==> src/rtl/tuner_i2c_pkg.sv <==
package tuner_i2c_pkg;

    typedef enum logic [2:0] {
        ST_IDLE,
        ST_ADDR,
        ST_PTR,
        ST_WDATA,
        ST_ACK,
        ST_RDATA,
        ST_RACK
    } bus_state_t;

    // Power-up contents of the writable register file
    function automatic logic [7:0] cfg_reset_value(input int unsigned idx);
        logic [7:0] v;
        case (idx)
            0:       v = 8'h03;
            1:       v = 8'hB6;
            5:       v = 8'h04;
            6:       v = 8'hC0;
            7:       v = 8'hCC;
            8:       v = 8'h4B;
            default: v = 8'h00;
        endcase
        return v;
    endfunction

endpackage

==> src/rtl/i2c_line_sync.sv <==
module i2c_line_sync #(
    parameter int unsigned STAGES = 2
) (
    input  logic clk,
    input  logic rst_n,
    input  logic scl_i,
    input  logic sda_i,
    output logic scl_lvl,
    output logic sda_lvl,
    output logic scl_rise,
    output logic scl_fall,
    output logic start_evt,
    output logic stop_evt
);
    logic [STAGES-1:0] scl_pipe;
    logic [STAGES-1:0] sda_pipe;
    logic              scl_prev;
    logic              sda_prev;

    generate
        if (STAGES == 1) begin : g_one
            always_ff @(posedge clk or negedge rst_n) begin
                if (!rst_n) begin
                    scl_pipe <= '1;
                    sda_pipe <= '1;
                end else begin
                    scl_pipe <= scl_i;
                    sda_pipe <= sda_i;
                end
            end
        end else begin : g_many
            always_ff @(posedge clk or negedge rst_n) begin
                if (!rst_n) begin
                    scl_pipe <= '1;
                    sda_pipe <= '1;
                end else begin
                    scl_pipe <= {scl_pipe[STAGES-2:0], scl_i};
                    sda_pipe <= {sda_pipe[STAGES-2:0], sda_i};
                end
            end
        end
    endgenerate

    always_ff @(posedge clk or negedge rst_n) begin
        if (!rst_n) begin
            scl_prev <= 1'b1;
            sda_prev <= 1'b1;
        end else begin
            scl_prev <= scl_pipe[STAGES-1];
            sda_prev <= sda_pipe[STAGES-1];
        end
    end

    assign scl_lvl   = scl_pipe[STAGES-1];
    assign sda_lvl   = sda_pipe[STAGES-1];
    assign scl_rise  = scl_lvl & ~scl_prev;
    assign scl_fall  = ~scl_lvl & scl_prev;
    assign start_evt = scl_lvl & scl_prev & sda_prev & ~sda_lvl;
    assign stop_evt  = scl_lvl & scl_prev & ~sda_prev & sda_lvl;

endmodule

==> src/rtl/tuner_i2c_engine.sv <==
module tuner_i2c_engine
    import tuner_i2c_pkg::*;
#(
    parameter logic [6:0]  DEV_BASE  = 7'h60,
    parameter int unsigned PTR_W     = 8,
    parameter int unsigned LAST_ADDR = 13
) (
    input  logic             clk,
    input  logic             rst_n,
    input  logic             scl_lvl,
    input  logic             sda_lvl,
    input  logic             scl_rise,
    input  logic             scl_fall,
    input  logic             start_evt,
    input  logic             stop_evt,
    input  logic             strap,
    input  logic [7:0]       rd_data,
    output logic             sda_oe,
    output logic             wr_en,
    output logic [PTR_W-1:0] wr_addr,
    output logic [7:0]       wr_data,
    output logic [PTR_W-1:0] rd_addr,
    output logic             rd_load
);
    localparam logic [PTR_W-1:0] PTR_LAST = PTR_W'(LAST_ADDR);

    bus_state_t       state;
    bus_state_t       nxt;
    logic [2:0]       cnt;
    logic             got8;
    logic [7:0]       shreg;
    logic [PTR_W-1:0] ptr;
    logic             m_ack;
    logic [6:0]       my_addr;

    assign my_addr = {DEV_BASE[6:1], strap};
    assign rd_addr = ptr;

    function automatic logic [PTR_W-1:0] ptr_step(input logic [PTR_W-1:0] p);
        return (p < PTR_LAST) ? p + 1'b1 : p;
    endfunction

    // State register and datapath
    always_ff @(posedge clk or negedge rst_n) begin
        if (!rst_n) begin
            state   <= ST_IDLE;
            nxt     <= ST_IDLE;
            cnt     <= '0;
            got8    <= 1'b0;
            shreg   <= '0;
            ptr     <= '0;
            m_ack   <= 1'b0;
            wr_en   <= 1'b0;
            wr_addr <= '0;
            wr_data <= '0;
            rd_load <= 1'b0;
        end else begin
            wr_en   <= 1'b0;
            rd_load <= 1'b0;
            if (stop_evt) begin
                state <= ST_IDLE;
            end else if (start_evt) begin
                state <= ST_ADDR;
                cnt   <= '0;
                got8  <= 1'b0;
            end else begin
                unique case (state)
                    ST_IDLE: ;
                    ST_ADDR, ST_PTR, ST_WDATA: begin
                        if (scl_rise && !got8) begin
                            shreg <= {shreg[6:0], sda_lvl};
                            cnt   <= cnt + 3'd1;
                            if (cnt == 3'd7) got8 <= 1'b1;
                        end else if (scl_fall && got8) begin
                            got8 <= 1'b0;
                            cnt  <= '0;
                            if (state == ST_ADDR) begin
                                if (shreg[7:1] == my_addr) begin
                                    nxt   <= shreg[0] ? ST_RDATA : ST_PTR;
                                    state <= ST_ACK;
                                end else begin
                                    state <= ST_IDLE;
                                end
                            end else if (state == ST_PTR) begin
                                ptr   <= shreg;
                                nxt   <= ST_WDATA;
                                state <= ST_ACK;
                            end else begin
                                wr_en   <= 1'b1;
                                wr_addr <= ptr;
                                wr_data <= shreg;
                                ptr     <= ptr_step(ptr);
                                nxt     <= ST_WDATA;
                                state   <= ST_ACK;
                            end
                        end
                    end
                    ST_ACK: begin
                        if (scl_fall) begin
                            state <= nxt;
                            if (nxt == ST_RDATA) begin
                                shreg   <= rd_data;
                                rd_load <= 1'b1;
                                cnt     <= '0;
                            end
                        end
                    end
                    ST_RDATA: begin
                        if (scl_fall) begin
                            shreg <= {shreg[6:0], 1'b0};
                            cnt   <= cnt + 3'd1;
                            if (cnt == 3'd7) begin
                                state <= ST_RACK;
                                ptr   <= ptr_step(ptr);
                                cnt   <= '0;
                            end
                        end
                    end
                    ST_RACK: begin
                        if (scl_rise) begin
                            m_ack <= ~sda_lvl;
                        end else if (scl_fall) begin
                            if (m_ack) begin
                                shreg   <= rd_data;
                                rd_load <= 1'b1;
                                state   <= ST_RDATA;
                            end else begin
                                state <= ST_IDLE;
                            end
                        end
                    end
                    default: state <= ST_IDLE;
                endcase
            end
        end
    end

    // Output decode
    always_comb begin
        sda_oe = 1'b0;
        unique case (state)
            ST_ACK:   sda_oe = 1'b1;
            ST_RDATA: sda_oe = ~shreg[7];
            default:  sda_oe = 1'b0;
        endcase
    end

    assert_oe_rise_scl_low_R2: assert property (@(posedge clk) disable iff (!rst_n)
        $rose(sda_oe) |-> !scl_lvl);
    assert_oe_fall_scl_low_R2: assert property (@(posedge clk) disable iff (!rst_n)
        $fell(sda_oe) |-> !scl_lvl);
    assert_idle_quiet_R3: assert property (@(posedge clk) disable iff (!rst_n)
        (state == ST_IDLE) |-> !sda_oe);
    assert_commit_with_ack_R4: assert property (@(posedge clk) disable iff (!rst_n)
        wr_en |-> (state == ST_ACK));
    assert_ptr_clamp_R6: assert property (@(posedge clk) disable iff (!rst_n)
        (state == ST_RDATA && ptr == PTR_LAST) |=> (ptr == PTR_LAST || $past(start_evt) || $past(stop_evt)));

endmodule

==> src/rtl/tuner_cfg_bank.sv <==
module tuner_cfg_bank
    import tuner_i2c_pkg::*;
#(
    parameter int unsigned NUM_CFG = 12,
    parameter int unsigned PTR_W   = 8,
    parameter int unsigned TRIG_REG = 1
) (
    input  logic                   clk,
    input  logic                   rst_n,
    input  logic                   wr_en,
    input  logic [PTR_W-1:0]       wr_addr,
    input  logic [7:0]             wr_data,
    input  logic [PTR_W-1:0]       rd_addr,
    input  logic                   rd_load,
    input  logic                   start_evt,
    input  logic                   stop_evt,
    input  logic [6:0]             stat_flags,
    input  logic [7:0]             stat_band,
    output logic [7:0]             rd_data,
    output logic [NUM_CFG*8-1:0]   cfg_flat,
    output logic                   vas_trig
);
    localparam int unsigned IW = $clog2(NUM_CFG);
    localparam logic [PTR_W-1:0] STAT_A = PTR_W'(NUM_CFG);
    localparam logic [PTR_W-1:0] STAT_B = PTR_W'(NUM_CFG + 1);
    localparam logic [PTR_W-1:0] TRIG_A = PTR_W'(TRIG_REG);

    logic [7:0] cfg_q [NUM_CFG];
    logic       por;
    logic       stat_seen;

    generate
        for (genvar k = 0; k < NUM_CFG; k++) begin : g_reg
            always_ff @(posedge clk or negedge rst_n) begin
                if (!rst_n)
                    cfg_q[k] <= cfg_reset_value(k);
                else if (wr_en && wr_addr == PTR_W'(k))
                    cfg_q[k] <= wr_data;
            end
            assign cfg_flat[k*8 +: 8] = cfg_q[k];
        end
    endgenerate

    always_ff @(posedge clk or negedge rst_n) begin
        if (!rst_n) begin
            por       <= 1'b1;
            stat_seen <= 1'b0;
            vas_trig  <= 1'b0;
        end else begin
            vas_trig <= wr_en && (wr_addr == TRIG_A);
            if (start_evt)
                stat_seen <= 1'b0;
            else if (rd_load && rd_addr == STAT_A)
                stat_seen <= 1'b1;
            if (stop_evt && stat_seen) begin
                por       <= 1'b0;
                stat_seen <= 1'b0;
            end
        end
    end

    always_comb begin
        if (rd_addr < STAT_A)
            rd_data = cfg_q[rd_addr[IW-1:0]];
        else if (rd_addr == STAT_A)
            rd_data = {por, stat_flags};
        else if (rd_addr == STAT_B)
            rd_data = stat_band;
        else
            rd_data = 8'h00;
    end

    assert_ro_discard_R6: assert property (@(posedge clk) disable iff (!rst_n)
        (wr_en && wr_addr >= STAT_A) |=> $stable(cfg_flat));
    assert_por_needs_stop_R8: assert property (@(posedge clk) disable iff (!rst_n)
        $fell(por) |-> $past(stop_evt));
    assert_trig_single_R9: assert property (@(posedge clk) disable iff (!rst_n)
        vas_trig |=> !vas_trig);

endmodule

==> src/rtl/tuner_i2c_regfile.sv <==
module tuner_i2c_regfile #(
    parameter int unsigned NUM_CFG     = 12,
    parameter int unsigned NUM_STAT    = 2,
    parameter int unsigned PTR_W       = 8,
    parameter int unsigned SYNC_STAGES = 2,
    parameter logic [6:0]  DEV_BASE    = 7'h60
) (
    input  logic                 clk,
    input  logic                 rst_n,
    input  logic                 scl_i,
    input  logic                 sda_i,
    output logic                 sda_oe,
    input  logic                 addr_strap,
    input  logic [6:0]           stat_flags_i,
    input  logic [7:0]           stat_band_i,
    output logic [NUM_CFG*8-1:0] cfg_flat_o,
    output logic                 vas_trig_o
);
    localparam int unsigned LAST_ADDR = NUM_CFG + NUM_STAT - 1;

    logic scl_lvl, sda_lvl, scl_rise, scl_fall, start_evt, stop_evt;
    logic             wr_en, rd_load;
    logic [PTR_W-1:0] wr_addr, rd_addr;
    logic [7:0]       wr_data, rd_data;

    i2c_line_sync #(.STAGES(SYNC_STAGES)) u_sync (
        .clk       (clk),
        .rst_n     (rst_n),
        .scl_i     (scl_i),
        .sda_i     (sda_i),
        .scl_lvl   (scl_lvl),
        .sda_lvl   (sda_lvl),
        .scl_rise  (scl_rise),
        .scl_fall  (scl_fall),
        .start_evt (start_evt),
        .stop_evt  (stop_evt)
    );

    tuner_i2c_engine #(
        .DEV_BASE  (DEV_BASE),
        .PTR_W     (PTR_W),
        .LAST_ADDR (LAST_ADDR)
    ) u_engine (
        .clk       (clk),
        .rst_n     (rst_n),
        .scl_lvl   (scl_lvl),
        .sda_lvl   (sda_lvl),
        .scl_rise  (scl_rise),
        .scl_fall  (scl_fall),
        .start_evt (start_evt),
        .stop_evt  (stop_evt),
        .strap     (addr_strap),
        .rd_data   (rd_data),
        .sda_oe    (sda_oe),
        .wr_en     (wr_en),
        .wr_addr   (wr_addr),
        .wr_data   (wr_data),
        .rd_addr   (rd_addr),
        .rd_load   (rd_load)
    );

    tuner_cfg_bank #(
        .NUM_CFG  (NUM_CFG),
        .PTR_W    (PTR_W),
        .TRIG_REG (1)
    ) u_bank (
        .clk        (clk),
        .rst_n      (rst_n),
        .wr_en      (wr_en),
        .wr_addr    (wr_addr),
        .wr_data    (wr_data),
        .rd_addr    (rd_addr),
        .rd_load    (rd_load),
        .start_evt  (start_evt),
        .stop_evt   (stop_evt),
        .stat_flags (stat_flags_i),
        .stat_band  (stat_band_i),
        .rd_data    (rd_data),
        .cfg_flat   (cfg_flat_o),
        .vas_trig   (vas_trig_o)
    );

endmodule

==> config.mk <==
export PLATFORM = sky130hd
export DESIGN_NAME = tuner_i2c_regfile
export DESIGN_NICKNAME = d
export VERILOG_FILES = /design/src/rtl/tuner_i2c_pkg.sv /design/src/rtl/i2c_line_sync.sv /design/src/rtl/tuner_i2c_engine.sv /design/src/rtl/tuner_cfg_bank.sv /design/src/rtl/tuner_i2c_regfile.sv
export SDC_FILE = /design/constraint.sdc
export NUM_CORES = 1
export LEC_CHECK = 0
export ABC_AREA = 1
export BUFFER_PORTS_ARGS = -buffer_cell sky130_fd_sc_hd__buf_2
export CELL_PAD_IN_SITES_DETAIL_PLACEMENT = 1
export CELL_PAD_IN_SITES_GLOBAL_PLACEMENT = 2
export CORE_UTILIZATION = 25
export DETAILED_ROUTE_END_ITERATION = 8
export PLACE_DENSITY_LB_ADDON = 0.1
export SYNTH_ARGS = -nofsm -noshare
export SYNTH_HDL_FRONTEND = slang
export SYNTH_HIERARCHICAL = 1
export SYNTH_SLANG_ARGS = --single-unit
==> constraint.sdc <==
create_clock -name clk -period 1.9 [get_ports clk]
set_input_delay 0.285 -clock clk [delete_from_list [all_inputs] [get_ports clk]]
set_output_delay 0.285 -clock clk [all_outputs]
set_load 0.02 [all_outputs]
## Word level (Yosys, flattened, before mapping)

Index checks and enable logic that the tools add are counted.

| storage, ports and cells | value |
|---|---|
| register bits | 150 |
| input bits | 20 |
| output and inout bits | 98 |
| word-level logic and storage cells | 204 |

| cells by class | value |
|---|---|
| $add $sub $neg | 2 |
| $lt $le $gt $ge | 3 |
| equal/unequal tests | 47 |
| mux-type cells | 70 |
| bitwise operators | 18 |
| reductions and logical operators | 34 |

Operator list:

| kind | count |
|---|---|
| 8-bit 2-to-1 mux | 19 |
| 3-bit 2-to-1 mux | 22 |
| 8-bit by 4-bit == test with 1-bit output, second input constant | 6 |
| 8-bit binary-select mux with 4-bit select | 1 |
| 8-bit by 3-bit == test with 1-bit output, second input constant | 4 |
| 8-bit one-hot mux with 4 select lines | 1 |
| 4-bit by 2-bit != test with 1-bit output, second input constant | 6 |
| 1-bit 2-to-1 mux | 22 |
| 8-bit by 2-bit == test with 1-bit output, second input constant | 2 |
| 1-bit logical AND | 16 |
| 8-bit by 4-bit < comparator with 1-bit output, second input constant | 2 |
| 2-bit by 1-bit != test with 1-bit output, second input constant | 8 |
| 8-bit one-hot mux with 2 select lines | 1 |
| 8-bit AND reduction | 2 |
| 3-bit == test, second input constant | 5 |
| 3-bit one-hot mux with 5 select lines | 1 |
| 3-bit by 2-bit != test with 1-bit output, second input constant | 4 |
| 6-bit AND reduction | 2 |
| 1-bit inverter | 10 |
| 10-bit AND reduction | 1 |
| 3-bit one-hot mux with 3 select lines | 1 |
| 8-bit by 1-bit adder with 8-bit output, second input constant | 1 |
| 8-bit by 1-bit == test with 1-bit output, second input constant | 1 |
| 8-bit zero test | 1 |
| other kinds (19) | 35 |

## Longest topological paths before layout

Gate-level depths: netlist (run 1).

| depth | value |
|---|---|
| depth in word-level cells | 9 |
| mapped depth | 13 |
| mapped depth without buffers | 12 |

## Cells and area by module

The synthesis (run 1) kept the hierarchy.

Modules (own cells, without submodules):

| module | instances | cells an instance | area each (sq um) | sequential area each (sq um) |
|---|---|---|---|---|
| tuner_cfg_bank | 1 | 696 | 5240.0 | 2501.1 |
| tuner_i2c_engine | 1 | 354 | 2546.2 | 1126.1 |
| i2c_line_sync | 1 | 17 | 198.9 | 157.7 |

## Worst setup path before layout (run 1)

Ideal clock, no wire load.

| path | value |
|---|---|
| path kind | register -> register |
| from | reg u_sync.scl_pipe[1] |
| to | reg u_engine.wr_addr[3] |
| setup time | 0.083 ns |
| arrival | 1.594 ns |
| data required time | 1.817 ns |
| slack | 0.223 ns |
| stages on the path, launching flop included | 10 |
| buffers on the path | 1 |
| clock period less this slack | 1.677 ns |
| cells stage by stage | dfstp_2 -> nand2_1 -> nor2_1 -> nor2_4 -> inv_1 -> nor2_1 -> nand2_1 -> clkbuf_1 -> nand2_1 -> o21ai_0 |

| between the ends | value |
|---|---|
| word-level cells in the longest chain between the ends | 5 |
| elaborated cells on any way between the ends | 14 |
| classes of those cells | bitwise (11); reduce/logical (3) |

RTL lines:

| element | RTL line | text |
|---|---|---|
| start: declaration | i2c_line_sync.sv:15 | `logic [STAGES-1:0] scl_pipe;` |
| start signal: assignment | i2c_line_sync.sv:37 | `scl_pipe <= {scl_pipe[STAGES-2:0], scl_i};` |
| 1-bit AND (3 in series) | i2c_line_sync.sv:59 | `assign stop_evt = scl_lvl & scl_prev & ~sda_prev & sda_lvl;` |
| named net stop_evt | tuner_i2c_regfile.sv:21 | `logic scl_lvl, sda_lvl, scl_rise, scl_fall, start_evt, stop_evt;` |
| 1-bit inverter (no line) | -- |  |
| 7-bit AND reduction (no line) | -- |  |
| end signal: assignment | tuner_i2c_engine.sv:90 | `wr_addr <= ptr;` |
| end: declaration | tuner_i2c_engine.sv:20 | `output logic [PTR_W-1:0] wr_addr,` |

The timed path passes the listed nets, and every way through them passes these cells.
A chain may end at the register's enable or synchronous reset.

## Final worst setup path (run 1)

| path | value |
|---|---|
| from | reg u_engine.ptr[0] (netlist: u_engine/rd_addr[0]) |
| to | reg u_engine.shreg[4] |

| between the ends | value |
|---|---|
| word-level cells in the longest chain between the ends | 9 |
| elaborated cells on any way between the ends | 16 |
| classes of those cells | order compare (1); eq/ne (2); mux (12); bitwise (1) |

RTL lines:

| element | RTL line | text |
|---|---|---|
| start: declaration | tuner_i2c_engine.sv:32 | `logic [PTR_W-1:0] ptr;` |
| start signal: assignment | tuner_i2c_engine.sv:85 | `ptr <= shreg;` |
| start signal: assignment | tuner_i2c_engine.sv:92 | `ptr <= ptr_step(ptr);` |
| start signal: assignment | tuner_i2c_engine.sv:114 | `ptr <= ptr_step(ptr);` |
| 4-bit inverter with 5-bit output (not written as such) | tuner_cfg_bank.sv:64 | `rd_data = cfg_q[rd_addr[IW-1:0]];` |
| 8-bit binary-select mux with 4-bit select | tuner_cfg_bank.sv:64 |  |
| 8-bit 2-to-1 mux (not written as such) (2 in series) | tuner_cfg_bank.sv:64 |  |
| 8-bit 2-to-1 mux (*) | tuner_cfg_bank.sv:63 | `if (rd_addr < STAT_A)` |
| named net rd_data[4] | tuner_i2c_regfile.sv:24 | `logic [7:0] wr_data, rd_data;` |
| 8-bit 2-to-1 mux | tuner_i2c_engine.sv:123 | `if (m_ack) begin` |
| 8-bit 2-to-1 mux | tuner_i2c_engine.sv:122 | `end else if (scl_fall) begin` |
| 8-bit 2-to-1 mux | tuner_i2c_engine.sv:120 | `if (scl_rise) begin` |
| 8-bit one-hot mux with 4 select lines (*) | tuner_i2c_engine.sv:67 | `unique case (state)` |
| end signal: assignment | tuner_i2c_engine.sv:71 | `shreg <= {shreg[6:0], sda_lvl};` |
| end signal: assignment | tuner_i2c_engine.sv:110 | `shreg <= {shreg[6:0], 1'b0};` |
| end signal: assignment | tuner_i2c_engine.sv:124 | `shreg <= rd_data;` |
| end: declaration | tuner_i2c_engine.sv:31 | `logic [7:0] shreg;` |

Mark *: on every way through the listed nets, which the timed path passes. The rest lies on a longest branch. The select of a mux whose other input is x is not followed.

==> results of run 1 <==
[layout make-up]
type                       count  area share [%]
clock inverter                11            1.02
clock buffer                  21            4.47
inverter                     128            4.85
timing repair buffer         187            12.4
sequential                   150            37.6
tap                          402            4.99
multi-input combinational    743            34.7
[cells in the mapped netlist, types with 2 or more instances]
cell,instances
sky130_fd_sc_hd__ha_1,4
sky130_fd_sc_hd__buf_6,12
sky130_fd_sc_hd__nor3_1,8
sky130_fd_sc_hd__clkbuf_1,15
sky130_fd_sc_hd__a21oi_1,23
sky130_fd_sc_hd__dfstp_2,25
sky130_fd_sc_hd__nand3_1,91
sky130_fd_sc_hd__nand2_4,3
sky130_fd_sc_hd__dfrtp_1,125
sky130_fd_sc_hd__inv_1,119
sky130_fd_sc_hd__buf_4,4
sky130_fd_sc_hd__nand2_1,400
sky130_fd_sc_hd__clkinv_1,2
sky130_fd_sc_hd__nor2_2,2
sky130_fd_sc_hd__buf_2,16
sky130_fd_sc_hd__o21ai_0,107
sky130_fd_sc_hd__nor2_1,42
sky130_fd_sc_hd__nor2_4,5
sky130_fd_sc_hd__inv_2,6
sky130_fd_sc_hd__o21ai_2,24
sky130_fd_sc_hd__nand2_2,13
sky130_fd_sc_hd__o21ai_1,6
[worst max-delay path by stage]
stage | from | to | slack, ps
4_1_cts | u_engine/rd_addr[4] | u_engine/shreg[0] | 30
6_report | u_engine/rd_addr[0] | u_engine/shreg[4] | 70
3_5_place_dp | u_engine/rd_addr[3] | u_engine/shreg[3] | 40
3_3_place_gp | u_engine/rd_addr[0] | u_engine/shreg[5] | 20
2_1_floorplan | u_sync/scl_pipe[1] | u_engine/wr_addr[3] | 220
5_1_grt | u_engine/rd_addr[7] | u_engine/shreg[1] | -60
[power by group]
| part | switching [mW] | internal, mW |
|---|---|---|
| sequential | 0.228 | 3.39 |
| combinational | 3.10 | 1.87 |
| clock | 1.48 | 1.84 |
[critical path, cell delays in order (launching register included)]
cell                        delay, ps
sky130_fd_sc_hd__dfrtp_2          450
sky130_fd_sc_hd__buf_4            160
sky130_fd_sc_hd__clkbuf_16        200
sky130_fd_sc_hd__nand2_1          110
sky130_fd_sc_hd__nand3_1          130
sky130_fd_sc_hd__nand3_1          130
sky130_fd_sc_hd__nand3_1          110
sky130_fd_sc_hd__a21oi_1          150
sky130_fd_sc_hd__nand2_1           70
sky130_fd_sc_hd__o21ai_0          100
sky130_fd_sc_hd__nand3_1          110
sky130_fd_sc_hd__nand2_1           70
[through the flow]
| stage | instances | setup slack (ps) | hold WS (ps) | TNS [ps] |
|---|---|---|---|---|
| global route | 1642 | -56.7 | 356 | -331 |
| floorplan | 1067 | 223 | -10.6 | 0 |
| finish | 1642 | 66.2 | 354 | 0 |
| detailed placement | 1601 | 41.4 | 260 | 0 |
| CTS | 1636 | 32.8 | 344 | 0 |
| global placement | 1601 | 18.3 | 266 | 0 |
[registers in the layout (all words and copies together), names as in the netlist, 2 cells and up]
register          count
u_engine/wr_addr      8
u_engine/cnt          3
u_engine/state        3
u_bank/cfg_flat      96
u_engine/shreg        8
u_sync/sda_pipe       2
u_engine/rd_addr      8
u_sync/scl_pipe       2
u_engine/wr_data      8
u_engine/nxt          3
[cells by family (layout without fill, tap and decap cells)]
| family | after synthesis | after routing | synth area share (%) |
|---|---|---|---|
| and+or+nand+nor | 570 | 571 | 30.1 |
| buffers and inverters | 175 | 347 | 9.82 |
| AOI/OAI and AO/OA | 166 | 166 | 11.8 |
| DFF | 150 | 150 | 47.4 |
| adders and majority gates | 4 | 4 | 0.627 |
| xor gates and xnor gates | 2 | 2 | 0.219 |
[layout by cell type, fill, tap and decap left out, types with 3 or more instances in the layout]
| cell | synthesis | routed |
|---|---|---|
| sky130_fd_sc_hd__clkinv_2 | 0 | 3 |
| sky130_fd_sc_hd__dfrtp_1 | 125 | 123 |
| sky130_fd_sc_hd__buf_6 | 12 | 4 |
| sky130_fd_sc_hd__buf_2 | 16 | 116 |
| sky130_fd_sc_hd__inv_1 | 119 | 118 |
| sky130_fd_sc_hd__nor3_1 | 8 | 8 |
| sky130_fd_sc_hd__dfstp_2 | 25 | 25 |
| sky130_fd_sc_hd__nand3_2 | 1 | 3 |
| sky130_fd_sc_hd__nand2_4 | 3 | 5 |
| sky130_fd_sc_hd__nor2_1 | 42 | 38 |
| sky130_fd_sc_hd__a21oi_2 | 1 | 4 |
| sky130_fd_sc_hd__clkinvlp_4 | 0 | 4 |
| sky130_fd_sc_hd__nor2_2 | 2 | 7 |
| sky130_fd_sc_hd__inv_2 | 6 | 6 |
| sky130_fd_sc_hd__nor2_4 | 5 | 5 |
| sky130_fd_sc_hd__dlygate4sd3_1 | 0 | 3 |
| sky130_fd_sc_hd__a21oi_1 | 23 | 18 |
| sky130_fd_sc_hd__o21ai_1 | 6 | 9 |
| sky130_fd_sc_hd__buf_12 | 0 | 8 |
| sky130_fd_sc_hd__nand3_1 | 91 | 89 |
| sky130_fd_sc_hd__nand2_1 | 400 | 397 |
| sky130_fd_sc_hd__nand2_2 | 13 | 14 |
| sky130_fd_sc_hd__clkbuf_16 | 0 | 18 |
| sky130_fd_sc_hd__o21ai_2 | 24 | 24 |
| sky130_fd_sc_hd__clkbuf_1 | 15 | 3 |
| sky130_fd_sc_hd__o21ai_0 | 107 | 104 |
| sky130_fd_sc_hd__ha_1 | 4 | 4 |
| sky130_fd_sc_hd__buf_4 | 4 | 55 |
[per-layer routing]
metal | share of wire (%) | GRT usage, %
met5 | 0 | 0
met4 | 2.1 | 6.46
met3 | 2.5 | 3.16
met2 | 50 | 34.4
met1 | 46 | 26.2
[repair_timing]
item,CTS,global route
gates resized for setup,0,30
endpoints found under the setup margin,0,17
hold buffers,3,0
hold endpoints to repair,33,0
buffers inserted,0,4
==> run_results.csv, run 1 <==
group,metric,value,unit
routing,drt-wirelength-per-cell,19.6,um
grt,via_count_of_the_first_global_routing_pass,7677,
floorplan,floorplan.core_area,31500,um^2
floorplan,top_level_ports,118,
sta,worst_pin_slew,658,ps
finish,final_util,32.0,%
grt,globalRouteTotalUtil,20.2,%
worst_setup_path,critical_path_arrival,2220,ps
yosys,yosys_warnings,6,
routing,detail_route.iter0.violations,354,
worst_setup_path,crit_path_max_fanout,23,
worst_setup_path,timing.critical_path.from_type,"register",
pwr,power_density,1180,nW/um^2
yosys,synth_area,7990,um^2
routing,firstDrtPassIters,7,
yosys,yosys_reg_bits,150,
pwr,post-layout-total-power,11.9,mW
sta,drv_slew,0,
clocking,cts-htree-levels,4,
finish,postLayoutCellArea,10100,um^2
clocking,cts.sinks,150,
status,outcome,"finished with violations",
flow_run,max_cap_violations,0,
floorplan,floorplan.die.width,181,um
yosys,ys_seq_area_share,47.4,%
worst_setup_path,reg2reg_setup_slack,70,ps
pwr,power.static_leakage,5.07,nW
clocking,ctsRootBufferMaster,"sky130_fd_sc_hd__clkbuf_16",
sta,grt_setup_unrepaired,"true",
worst_setup_path,endpoint_type_of_the_worst_setup_path,"register",
place,place.gp.congestion,0.809,
grt,first_pass_grt_wire_length,48700,um
worst_setup_path,rr_startpoint,"u_engine/rd_addr[0]",
worst_setup_path,critPathKind,"register to register",
status,failing_checks,"design-rule violations",
yosys,synth_flop_cell,"sky130_fd_sc_hd__dfrtp_1",
routing,post-route-drc-count,4,
sta,max_freq,545,MHz
yosys,synth.net_count,1091,
yosys,post_synth_num_cell_types,37,
routing,via_per_inst,4.52,
routing,drt-total-wl,32200,um
grt,grt_remaining_overflow,0,
clocking,cts-root-to-sink-buffers,2,
yosys,synthTopCellsByArea,"sky130_fd_sc_hd__dfrtp_1 (39%), sky130_fd_sc_hd__nand2_1 (19%), sky130_fd_sc_hd__dfstp_2 (8.2%)",
worst_setup_path,timing.reg2reg.worst_path_depth,11,
yosys,synth_largest_type_area_fraction,39.2,%
sta,finalHoldViolations,0,
finish,layout-drive-gt1-share,25.6,%
yosys,post_synth_inst_count,1067,
worst_setup_path,worstReg2RegEnd,"u_engine/shreg[4]",
floorplan,dieArea,32700,um^2
finish,layout.nets,1251,
worst_setup_path,critical_path_required,2280,ps
routing,final_antenna_net_count,0,
finish,filler_cell_count,3873,
place,io_buffers,117,
yosys,synth-edff-count,0,
clocking,insertion_delay,450,ps
clocking,cts_buffers,17,
finish,n_antenna_cell,0,
pwr,power.ir.vdd_worst,699,uV
place,dp_hpwl,24100,um
sta,setup_viol,0,
floorplan,floorplan.initialDensity,25.4,%
yosys,syn_avg_cell_area,7.48,um^2
floorplan,placementRows,65,
clocking,cts_tree,"yes",
grt,grt_start_max_net_pins,48,
grt,antenna_found_initial,0,
finish,area_growth_syn_to_layout,26.2,%
clocking,clk_pin_slew,70,ps
sta,fin_crit,1830,ps
sta,worst_skew,10.4,ps
routing,via_count,7426,
yosys,yosys.area.top_type,"sky130_fd_sc_hd__dfrtp_1",
finish,regArea,3790,um^2
sta,finalCritPeriodShare,96.5,%
place,dpl-instance-area,9350,um^2
floorplan,chipHeight,181,um
min_path,min_path_type,"primary input to async pin",
finish,multiInputGateArea,3490,um^2
sta,worst_slew_margin_rel,56.1,%
yosys,ys_async_sr_fraction,100,%
(Power assumes the default switching activity.)
==> run 2: changes to the inputs <==
--- a/config.mk
+++ b/config.mk
@@ -5,10 +5,11 @@
 export SDC_FILE = /design/constraint.sdc
 export NUM_CORES = 1
 export LEC_CHECK = 0
-export ABC_AREA = 1
+export ABC_AREA = 0
 export BUFFER_PORTS_ARGS = -buffer_cell sky130_fd_sc_hd__buf_2
 export CELL_PAD_IN_SITES_DETAIL_PLACEMENT = 1
 export CELL_PAD_IN_SITES_GLOBAL_PLACEMENT = 2
+export CORE_MARGIN = 3
 export CORE_UTILIZATION = 25
 export DETAILED_ROUTE_END_ITERATION = 8
 export PLACE_DENSITY_LB_ADDON = 0.1
==> run_results.csv, run 2 <==
group,metric,value,unit
routing,detail_route.iter0.violations,240,
finish,largest_register_ffs,96,
finish,layout.nets,813,
yosys,most_repeated_cell_in_the_gate_level_netlist_after_synthesis,"sky130_fd_sc_hd__dfrtp_1",
floorplan,floorplan.core_area,28900,um^2
worst_setup_path,critical_path.startpoint,"u_sync/sda_prev",
worst_setup_path,critical_path_arrival,2370,ps
clocking,cts-htree-levels,4,
yosys,synthTopCellsByArea,"sky130_fd_sc_hd__dfrtp_1 (43%), sky130_fd_sc_hd__mux2_2 (16%), sky130_fd_sc_hd__mux2i_1 (9.0%)",
yosys,synth_flop_cell,"sky130_fd_sc_hd__dfrtp_1",
worst_setup_path,crit_path_max_fanout,17,
clocking,cts-root-to-sink-buffers,2,
floorplan,floorplan.initialDensity,25.5,%
worst_setup_path,critical_path_cell_count,5,
pwr,power.static_leakage,4.69,nW
yosys,ys_seq_area_share,51.4,%
sta,max_freq,484,MHz
grt,globalRouteTotalUtil,16.1,%
sta,final.setup.worst_slack,-167,ps
flow_run,max_cap_violations,0,
finish,final_cell_mix,"sky130_fd_sc_hd__dfrtp_1 (119), sky130_fd_sc_hd__buf_2 (116), sky130_fd_sc_hd__mux2_2 (73)",
place,dp_hpwl,18500,um
worst_setup_path,timing.critical_path.max_delay_family,"simple AND/OR/NAND/NOR gates",
clocking,cts.sinks,150,
sta,finalHoldViolations,0,
finish,filler_cell_count,3112,
sta,worst_pin_slew,850,ps
grt,grt_remaining_overflow,0,
worst_setup_path,endpoint_type_of_the_worst_setup_path,"register",
worst_setup_path,critical_path_required,2200,ps
clocking,clk_pin_slew,70,ps
sta,worst_skew,16.0,ps
sta,drv_slew,0,
worst_setup_path,worstPathCellList,"and4b_2, or4_4, nor2_4, buf_12, mux2_4",
yosys,yosys.area.top_type,"sky130_fd_sc_hd__dfrtp_1",
place,io_buffers,117,
worst_setup_path,timing.critical_path.from_type,"register",
routing,via_per_inst,4.70,
worst_setup_path,timing.reg2reg.worst_path_depth,5,
routing,firstDrtPassIters,4,
grt,grt_start_max_net_pins,51,
sta,fin_setup_tns,-6450,ps
yosys,post_synth_inst_count,591,
status,outcome,"finished with violations",
status,failing_checks,"negative setup slack",
finish,layout.cells.most_common,"sky130_fd_sc_hd__dfrtp_1",
finish,n_antenna_cell,0,
floorplan,floorplan.die.width,178,um
routing,post-route-drc-count,0,
sta,worst_slew_margin_rel,43.4,%
clocking,cts_buffers,17,
yosys,synth_area,7360,um^2
floorplan,placementRows,62,
floorplan,chipHeight,178,um
sta,grt_setup_unrepaired,"true",
place,setup_ws_pre_cts,-248,ps
pwr,power.ir.vdd_worst,577,uV
yosys,synth_largest_type_area_fraction,42.5,%
grt,first_pass_grt_wire_length,37900,um
yosys,synth-edff-count,0,
routing,via_count,5574,
routing,drt-total-wl,25300,um
grt,antenna_found_initial,0,
finish,final_util,35.4,%
worst_setup_path,critPathKind,"register to register",
finish,layout-drive-gt1-share,56.0,%
yosys,ys_async_sr_fraction,100,%
sta,fin_crit,2070,ps
yosys,ys_top_cells_by_count,"sky130_fd_sc_hd__dfrtp_1 (125), sky130_fd_sc_hd__mux2_2 (104), sky130_fd_sc_hd__mux2i_1 (66)",
routing,drt-wirelength-per-cell,21.3,um
grt,via_count_of_the_first_global_routing_pass,6008,
clocking,cts_tree,"yes",
place,place.gp.congestion,0.830,
yosys,yosys_warnings,6,
routing,final_antenna_net_count,0,
sta,setup_viol,72,
pwr,power_density,736,nW/um^2
worst_setup_path,crit_path_slowest_cell,"sky130_fd_sc_hd__or4_4",
yosys,syn_avg_cell_area,12.4,um^2
clocking,ctsRootBufferMaster,"sky130_fd_sc_hd__clkbuf_16",
worst_setup_path,timing.critical_path.slowest_cell_delay,550,ps
floorplan,dieArea,31500,um^2
floorplan,top_level_ports,118,
finish,post_layout_nonfiller_instances,1186,
yosys,post_synth_num_cell_types,59,
worst_setup_path,rr_startpoint,"u_sync/sda_prev",
min_path,min_path_type,"primary input to async pin",
place,place.detailed.instances,1137,
clocking,insertion_delay,430,ps
yosys,yosys_reg_bits,150,
sta,finalCritPeriodShare,109,%
finish,area_growth_syn_to_layout,39.0,%
worst_setup_path,critPathBufInv,1,
yosys,synth.net_count,615,
pwr,post-layout-total-power,7.53,mW
-- run 2: report_power, final --
part / total (mW) / internal (mW) / switching [mW]
Sequential: 3.39 / 3.27 / 0.115
Clock: 3.65 / 2.14 / 1.51
Combinational: 0.488 / 0.218 / 0.270
-- run 2: routing by layer --
metal | part of all wire, % | GRT usage [%]
met2 | 48 | 26.1
met5 | 0 | 0
met4 | 0.85 | 3.96
met3 | 3.1 | 3.04
met1 | 48 | 22.1
-- run 2: layout make-up --
type	instances	area (um^2)	share of cell area [%]
clock buffer	18	439	4.29
inverter	17	63.8	0.624
multi-input combinational	391	3760	36.8
timing repair buffer	212	1500	14.7
sequential	150	3790	37.1
tap	384	480	4.70
clock inverter	14	188	1.83
-- run 2: stage by stage --
step | area [um^2] | hold slack (ps)
after detailed placement | 9040 | 174
after global placement | 9040 | 172
final | 10200 | 293
after global routing | 10200 | 320
after floorplan | 7450 | -10.6
after CTS | 9930 | 297
-- run 2: worst paths after layout --
check | endpoint | slack [ps]
max | u_engine/wr_addr[5] | -170
min | u_bank/cfg_flat[4] | 290
max reg2reg | u_engine/wr_addr[5] | -170
min reg2reg | u_sync/sda_pipe[1] | 360
max in group asynchronous | u_bank/cfg_flat[0] | 870
min in group clk | u_sync/sda_pipe[1] | 360
-- run 2: kinds of logic (layout without fill, tap and decap cells) --
family | after synthesis | after routing | synth area share [%]
AOI/OAI and AO/OA | 90 | 90 | 8.67
xor gates and xnor gates | 1 | 1 | 0.119
adders and majority gates | 4 | 4 | 0.680
buffers and inverters | 50 | 261 | 2.89
DFF | 150 | 150 | 51.4
muxes | 183 | 183 | 26.9
and+or+nand+nor | 113 | 113 | 9.30
-- run 2: repair_timing --
| action | 4_1_cts | 5_1_grt |
|---|---|---|
| gates resized for setup | 46 | 58 |
| setup endpoints to repair | 135 | 136 |
| endpoints found under the hold margin | 24 | 0 |
| cloned | 0 | 1 |
| buffers inserted | 5 | 8 |
| hold buffers | 3 | 0 |
| pin swaps | 11 | 15 |
